--- config.mk ---
export PLATFORM = sky130hd
export DESIGN_NAME = perf_ovf_irq
export DESIGN_NICKNAME = d
export VERILOG_FILES = /design/src/rtl/perf_ovf_pkg.sv /design/src/rtl/perf_ovf_dly.sv /design/src/rtl/perf_ovf_cnt.sv /design/src/rtl/perf_ovf_skid.sv /design/src/rtl/perf_ovf_irq.sv
export SDC_FILE = /design/constraint.sdc
export NUM_CORES = 1
export LEC_CHECK = 0
export BUFFER_PORTS_ARGS = -buffer_cell sky130_fd_sc_hd__buf_2
export CORE_ASPECT_RATIO = 2
export CORE_MARGIN = 3
export CORE_UTILIZATION = 30
export DETAILED_ROUTE_END_ITERATION = 7
export PLACE_DENSITY_LB_ADDON = 0.08
export SLEW_MARGIN = 15
export SYNTH_ARGS = -nofsm -noshare
export SYNTH_HDL_FRONTEND = slang
export SYNTH_HIERARCHICAL = 1
export SYNTH_SLANG_ARGS = --single-unit
--- constraint.sdc ---
create_clock -name clk -period 1.8 [get_ports clk]
set_input_delay 0.54 -clock clk [delete_from_list [all_inputs] [get_ports clk]]
set_output_delay 0.54 -clock clk [all_outputs]
set_load 0.02 [all_outputs]
--- src/rtl/perf_ovf_pkg.sv ---
package perf_ovf_pkg;

  typedef enum logic {
    MODE_SKID  = 1'b0,
    MODE_EXACT = 1'b1
  } perf_mode_e;

  // Cycles from a skid-mode retirement to its interrupt request.
  function automatic int unsigned fire_latency(int unsigned evt_dly, int unsigned ctl_dly);
    return evt_dly + ctl_dly;
  endfunction

endpackage

--- src/rtl/perf_ovf_dly.sv ---
// Single-bit delay line of DEPTH register stages.
module perf_ovf_dly #(
  parameter int unsigned DEPTH = 3
) (
  input  logic clk,
  input  logic rst_n,
  input  logic d,
  output logic q
);

  logic [DEPTH-1:0] stg;

  generate
    if (DEPTH == 1) begin : g_one
      always_ff @(posedge clk) begin
        if (!rst_n) stg <= '0;
        else        stg <= d;
      end
    end else begin : g_many
      always_ff @(posedge clk) begin
        if (!rst_n) stg <= '0;
        else        stg <= {stg[DEPTH-2:0], d};
      end
    end
  endgenerate

  assign q = stg[DEPTH-1];

endmodule

--- src/rtl/perf_ovf_cnt.sv ---
// Preloadable up-counter that reloads its preload value on wrap.
module perf_ovf_cnt #(
  parameter int unsigned CNT_W = 8
) (
  input  logic             clk,
  input  logic             rst_n,
  input  logic             load,
  input  logic [CNT_W-1:0] preload,
  input  logic             inc,
  output logic [CNT_W-1:0] cnt,
  output logic             wrap
);

  // {wrapped, next value} for one counted event.
  function automatic logic [CNT_W:0] step_count(logic [CNT_W-1:0] cur, logic [CNT_W-1:0] pre);
    if (cur == {CNT_W{1'b1}}) return {1'b1, pre};
    return {1'b0, cur + CNT_W'(1)};
  endfunction

  logic [CNT_W-1:0] cnt_q;
  logic [CNT_W-1:0] nxt;
  logic             wrap_raw;

  always_comb {wrap_raw, nxt} = step_count(cnt_q, preload);

  assign wrap = inc & ~load & wrap_raw;
  assign cnt  = cnt_q;

  always_ff @(posedge clk) begin
    if (!rst_n)   cnt_q <= '0;
    else if (load) cnt_q <= preload;
    else if (inc)  cnt_q <= nxt;
  end

endmodule

--- src/rtl/perf_ovf_skid.sv ---
// Counts retirements between a skid-mode overflow and its delivery.
module perf_ovf_skid #(
  parameter int unsigned HW = 2,
  parameter int unsigned SW = 3
) (
  input  logic          clk,
  input  logic          rst_n,
  input  logic          launch,
  input  logic [HW-1:0] hist,
  input  logic          ret_vld,
  input  logic          window,
  output logic [SW-1:0] skid_cnt
);

  // Retirements already seen when the overflow is detected.
  function automatic logic [SW-1:0] seed_of(logic [HW-1:0] h, logic now);
    logic [SW-1:0] s;
    s = SW'(now);
    for (int i = 0; i < int'(HW); i++) s = s + SW'(h[i]);
    return s;
  endfunction

  logic [SW-1:0] skid_q;

  always_ff @(posedge clk) begin
    if (!rst_n)                 skid_q <= '0;
    else if (launch)            skid_q <= seed_of(hist, ret_vld);
    else if (window && ret_vld) skid_q <= skid_q + SW'(1);
  end

  assign skid_cnt = skid_q;

endmodule

--- src/rtl/perf_ovf_irq.sv ---
module perf_ovf_irq
  import perf_ovf_pkg::*;
#(
  parameter int unsigned CNT_W   = 8,
  parameter int unsigned EVT_DLY = 3,   // retirement -> counter, >= 2
  parameter int unsigned CTL_DLY = 4,   // overflow -> interrupt request, >= 2
  parameter int unsigned TAG_W   = 8,
  localparam int unsigned LAT    = fire_latency(EVT_DLY, CTL_DLY),
  localparam int unsigned SKID_W = $clog2(LAT)
) (
  input  logic              clk,
  input  logic              rst_n,
  input  logic              mode_exact,
  input  logic              ret_vld,
  input  logic [TAG_W-1:0]  ret_tag,
  input  logic              ret_evt,
  input  logic              ret_post,
  input  logic              cfg_load,
  input  logic [CNT_W-1:0]  cfg_preload,
  input  logic              ovf_clr,
  output logic              irq_req,
  output logic              trap_req,
  output logic [TAG_W-1:0]  smp_tag,
  output logic [SKID_W-1:0] skid_cnt,
  output logic              ovf_sticky,
  output logic [CNT_W-1:0]  cnt_val
);

  localparam int unsigned HW = EVT_DLY - 1;

  perf_mode_e mode;
  assign mode = perf_mode_e'(mode_exact);

  // Named internal events
  logic cnt_exact;    // exact-mode event counted at retirement
  logic evt_skid_in;  // skid-mode event entering the slow path
  logic evt_at_cnt;   // skid-mode event reaching the counter
  logic wrap;         // counter wrapped this cycle
  logic ovf_exact;    // exact-mode overflow
  logic launch;       // skid-mode overflow entering the controller path
  logic window;       // skid request in flight, not yet delivered
  logic tag_cap;      // last cycle before delivery

  assign cnt_exact   = ret_vld & ret_evt & ~ret_post & (mode == MODE_EXACT);
  assign evt_skid_in = ret_vld & ret_evt & (mode == MODE_SKID);

  perf_ovf_dly #(.DEPTH(EVT_DLY)) u_evt_line (
    .clk (clk),
    .rst_n (rst_n),
    .d (evt_skid_in),
    .q (evt_at_cnt)
  );

  perf_ovf_cnt #(.CNT_W(CNT_W)) u_cnt (
    .clk (clk),
    .rst_n (rst_n),
    .load (cfg_load),
    .preload (cfg_preload),
    .inc (cnt_exact | evt_at_cnt),
    .cnt (cnt_val),
    .wrap (wrap)
  );

  assign ovf_exact = wrap & cnt_exact;
  assign launch    = wrap & ~cnt_exact;

  // Interrupt-controller path
  logic [CTL_DLY-1:0] ctl_q;
  always_ff @(posedge clk) begin
    if (!rst_n) ctl_q <= '0;
    else        ctl_q <= {ctl_q[CTL_DLY-2:0], launch};
  end
  assign irq_req = ctl_q[CTL_DLY-1];
  assign window  = |ctl_q[CTL_DLY-2:0];
  assign tag_cap = ctl_q[CTL_DLY-2];

  // Retirement history covering the slow event path
  logic [HW-1:0] hist_q;
  generate
    if (HW == 1) begin : g_hist_one
      always_ff @(posedge clk) begin
        if (!rst_n) hist_q <= '0;
        else        hist_q <= ret_vld;
      end
    end else begin : g_hist_many
      always_ff @(posedge clk) begin
        if (!rst_n) hist_q <= '0;
        else        hist_q <= {hist_q[HW-2:0], ret_vld};
      end
    end
  endgenerate

  perf_ovf_skid #(.HW(HW), .SW(SKID_W)) u_skid (
    .clk (clk),
    .rst_n (rst_n),
    .launch (launch),
    .hist (hist_q),
    .ret_vld (ret_vld),
    .window (window),
    .skid_cnt (skid_cnt)
  );

  logic [TAG_W-1:0] last_tag;
  logic             trap_q;
  logic             sticky_q;
  logic [TAG_W-1:0] smp_q;

  always_ff @(posedge clk) begin
    if (!rst_n) begin
      last_tag <= '0;
      trap_q   <= 1'b0;
      sticky_q <= 1'b0;
      smp_q    <= '0;
    end else begin
      if (ret_vld) last_tag <= ret_tag;
      trap_q <= ovf_exact;
      if (ovf_exact || launch) sticky_q <= 1'b1;
      else if (ovf_clr)        sticky_q <= 1'b0;
      if (ovf_exact)    smp_q <= ret_tag;
      else if (tag_cap) smp_q <= ret_vld ? ret_tag : last_tag;
    end
  end

  assign trap_req   = trap_q;
  assign ovf_sticky = sticky_q;
  assign smp_tag    = smp_q;

endmodule

==> run summary <==
outcome - complete, no violations
switching pwr - 443 uW
Place WS - -0.125 ns
number of synthesized flops with an enable pin - 0
Post-Synthesis Cells - 180
Crit path buffers/inverters - 1
first-pass GRT wire length - 7.36 mm
Finished Layout Cells - 300
hold_buf cts - 0
filler cell count - 565
final core utilization - 0.410
Clk pwr share - 0.458
die area - 6880 sq um
drt wl/cell - 15.5 um
register area share after synthesis - 0.432
Largest stage delay, worst path - 0.53 ns
Placed Instances - 292
CP Cell Sequence - buf_2
PostCTS Resize Cnt - 0
Placeable Area - 5560 sq um
Final ANT Viol Nets - 0
initial antenna violation count - 0
Synth area leader - dfxtp_1
Port Buffers - 45
syn_nets - 207
Die Wd - 60.2 um
Detailed Routing Iterations Pass 1 - 4
critical path arrival - 1.06 ns
Seq cells post-synth - 38
CP Capture Type - output pin
Iter 0 DRT Violations - 83
CTS tree - yes
WHS Path Cells - 1
clock skew - 0.00521 ns
Layout area overhead - 29.7%
synthesized cell area - 1760 sq um
Clock H-tree levels - 2
final hold slack - 0.427 ns
die extent in y - 114 um
GRT overflow - 0
starting density of the core - 0.316
final WL - 4.66 mm
Ant. Diodes - 0
commonest non-fill, non-tap cell in the layout - buf_2
clk buf depth - 2
R2R cell count - 5
largest net degree at the start of global routing - 18
CP Class - flop to output pin
Startpoint Class - flop
Synth Area per Inst - 9.78 sq um
Max FO, Critical Path - 9
routed vias - 1,568
Gate power share - 0.096
FFs w/ async S/R, synth - 0
gp weighted congestion - 0.841
RSZ-0062 raised after global routing - no
Unique masters post-synth - 53
Fin. Hold Viols - 0
most frequent cells in the layout - 45 x buf_2, 38 x dfxtp_1, 13 x a21oi_1, 13 x buf_4
Slew Limit Fails - 0
Int Pwr - 1.54 mW
Num CTS Buffers - 5
proportion of layout cells with a drive suffix above 1 - 0.363
fin crit share - 0.890
final setup fails - 0
Via-to-Cell Ratio - 5.23
Final HPWL DP - 3.58 mm
Pwr per Cell Area - 870 nW/um^2
worst-margin pin slew - 0.350 ns
Post-CTS Setup Inserts - 0
Synth top area share - 0.432
Max stage delay cell, worst path - dfxtp_1
Reg clk slew, reported paths - 0.08 ns
worst rel slew slack - 0.766
sequential share of power - 0.446
LEAKAGE - 1.08 nW
net switching fraction of the power - 0.223
FP Rows - 38
final worst setup slack - 0.198 ns
Ys Warns - 6
Top FF cell, synth - dfxtp_1
fin nets - 266
vias in the first global route - 1,547
# DRC - 0
clock sinks - 38
fmax - 624 MHz
hold crit path type - flop to flop
Worst Path Required - 1.26 ns
clock latency on the worst-skew pair - 0.29 ns
total I/O pin count - 46
Max Cap Violations - 0
CP Depth - 1
total global-route track usage - 0.142
Max VDD drop - 0.697 mV
Synth area leaders - dfxtp_1 43%, mux2i_1 6.3%, a22o_1 4.0%
critical path's top delay family - flip-flops
clock period minus worst slack - 1.60 ns
Design Power - 1.99 mW
root cell of the clock tree - clkbuf_8
-- worst paths after layout --
check,start,to,slack [ns]
worst max-delay path,u_cnt/cnt[2]$_SDFFE_PN0P_,cnt_val[2],0.20
worst min-delay path,u_evt_line/stg[0]$_SDFF_PN0_,u_evt_line/stg[1]$_SDFF_PN0_,0.43
worst max register to register,u_cnt/cnt[5]$_SDFFE_PN0P_,smp_tag[5]$_SDFFE_PN0P_,0.21
worst min register to register,u_evt_line/stg[0]$_SDFF_PN0_,u_evt_line/stg[1]$_SDFF_PN0_,0.43
-- logic make-up after synthesis --
logic type | Yosys count | share of synthesized area
adders and majority gates | 3 | 0.0256
DFF | 38 | 0.432
AOI/OAI and AO/OA | 46 | 0.194
buffers and inverters | 13 | 0.0377
and+or+nand+nor | 69 | 0.248
muxes | 11 | 0.0625
-- routing by layer --
layer	track usage	up-vias	wire [um]
met3	0.0271	8	242
met5	0	-	0
met2	0.270	50	2650
li1	-	773	-
met4	0.0621	0	99
met1	0.139	737	1680
-- layout make-up --
class	instances	area, sq um	area share
inverter	7	26.3	0.0115
timing repair buffer	58	323	0.141
tap	60	75.1	0.0329
sequential	38	761	0.333
clock inverter	2	60.1	0.0263
clock buffer	6	82.6	0.0362
multi-input combinational	129	956	0.419
-- synth_stat cells (2+ instances only) --
library cell and count:
and3_2 2, o21ai_0 4, nor2b_1 2, nor2_1 11, nor3_1 4, a31oi_1 2
ha_1 2, mux2i_1 11, nand2b_1 4, a21boi_0 2, nand3_1 3, and2b_2 8
buf_4 2, nand4_1 4, a22o_1 8, and2_1 8, nand3b_1 2, inv_1 7
nand2_1 9, a21oi_1 13, dfxtp_1 38, o211ai_1 2, buf_2 2
-- power by group through the flow --
stage	Combinational (mW)	Clock (mW)	Sequential (mW)
finish	0.190	0.910	0.887
global route	0.208	0.984	0.891
CTS	0.193	0.935	0.887
detailed placement	0.192	0	0.907
global placement	0.188	0	0.906
floorplan	0.0936	0	0.918
-- sequential cells by signal (all words and copies together) (netlist names) --
signal and count:
ctl_q 4, hist_q 2, last_tag 8, ovf_sticky 1
smp_tag 8, trap_req 1, u_cnt/cnt 8, u_evt_line/stg 3
u_skid/skid_cnt 3
-- stage by stage --
step | area [sq um] | TNS [ns]
2_1_floorplan | 1790 | -0.442
3_3_place_gp | 2140 | -0.787
3_5_place_dp | 2140 | -1.13
4_1_cts | 2280 | 0
5_1_grt | 2280 | 0
6_report | 2280 | 0
(Power assumes the default switching activity.)
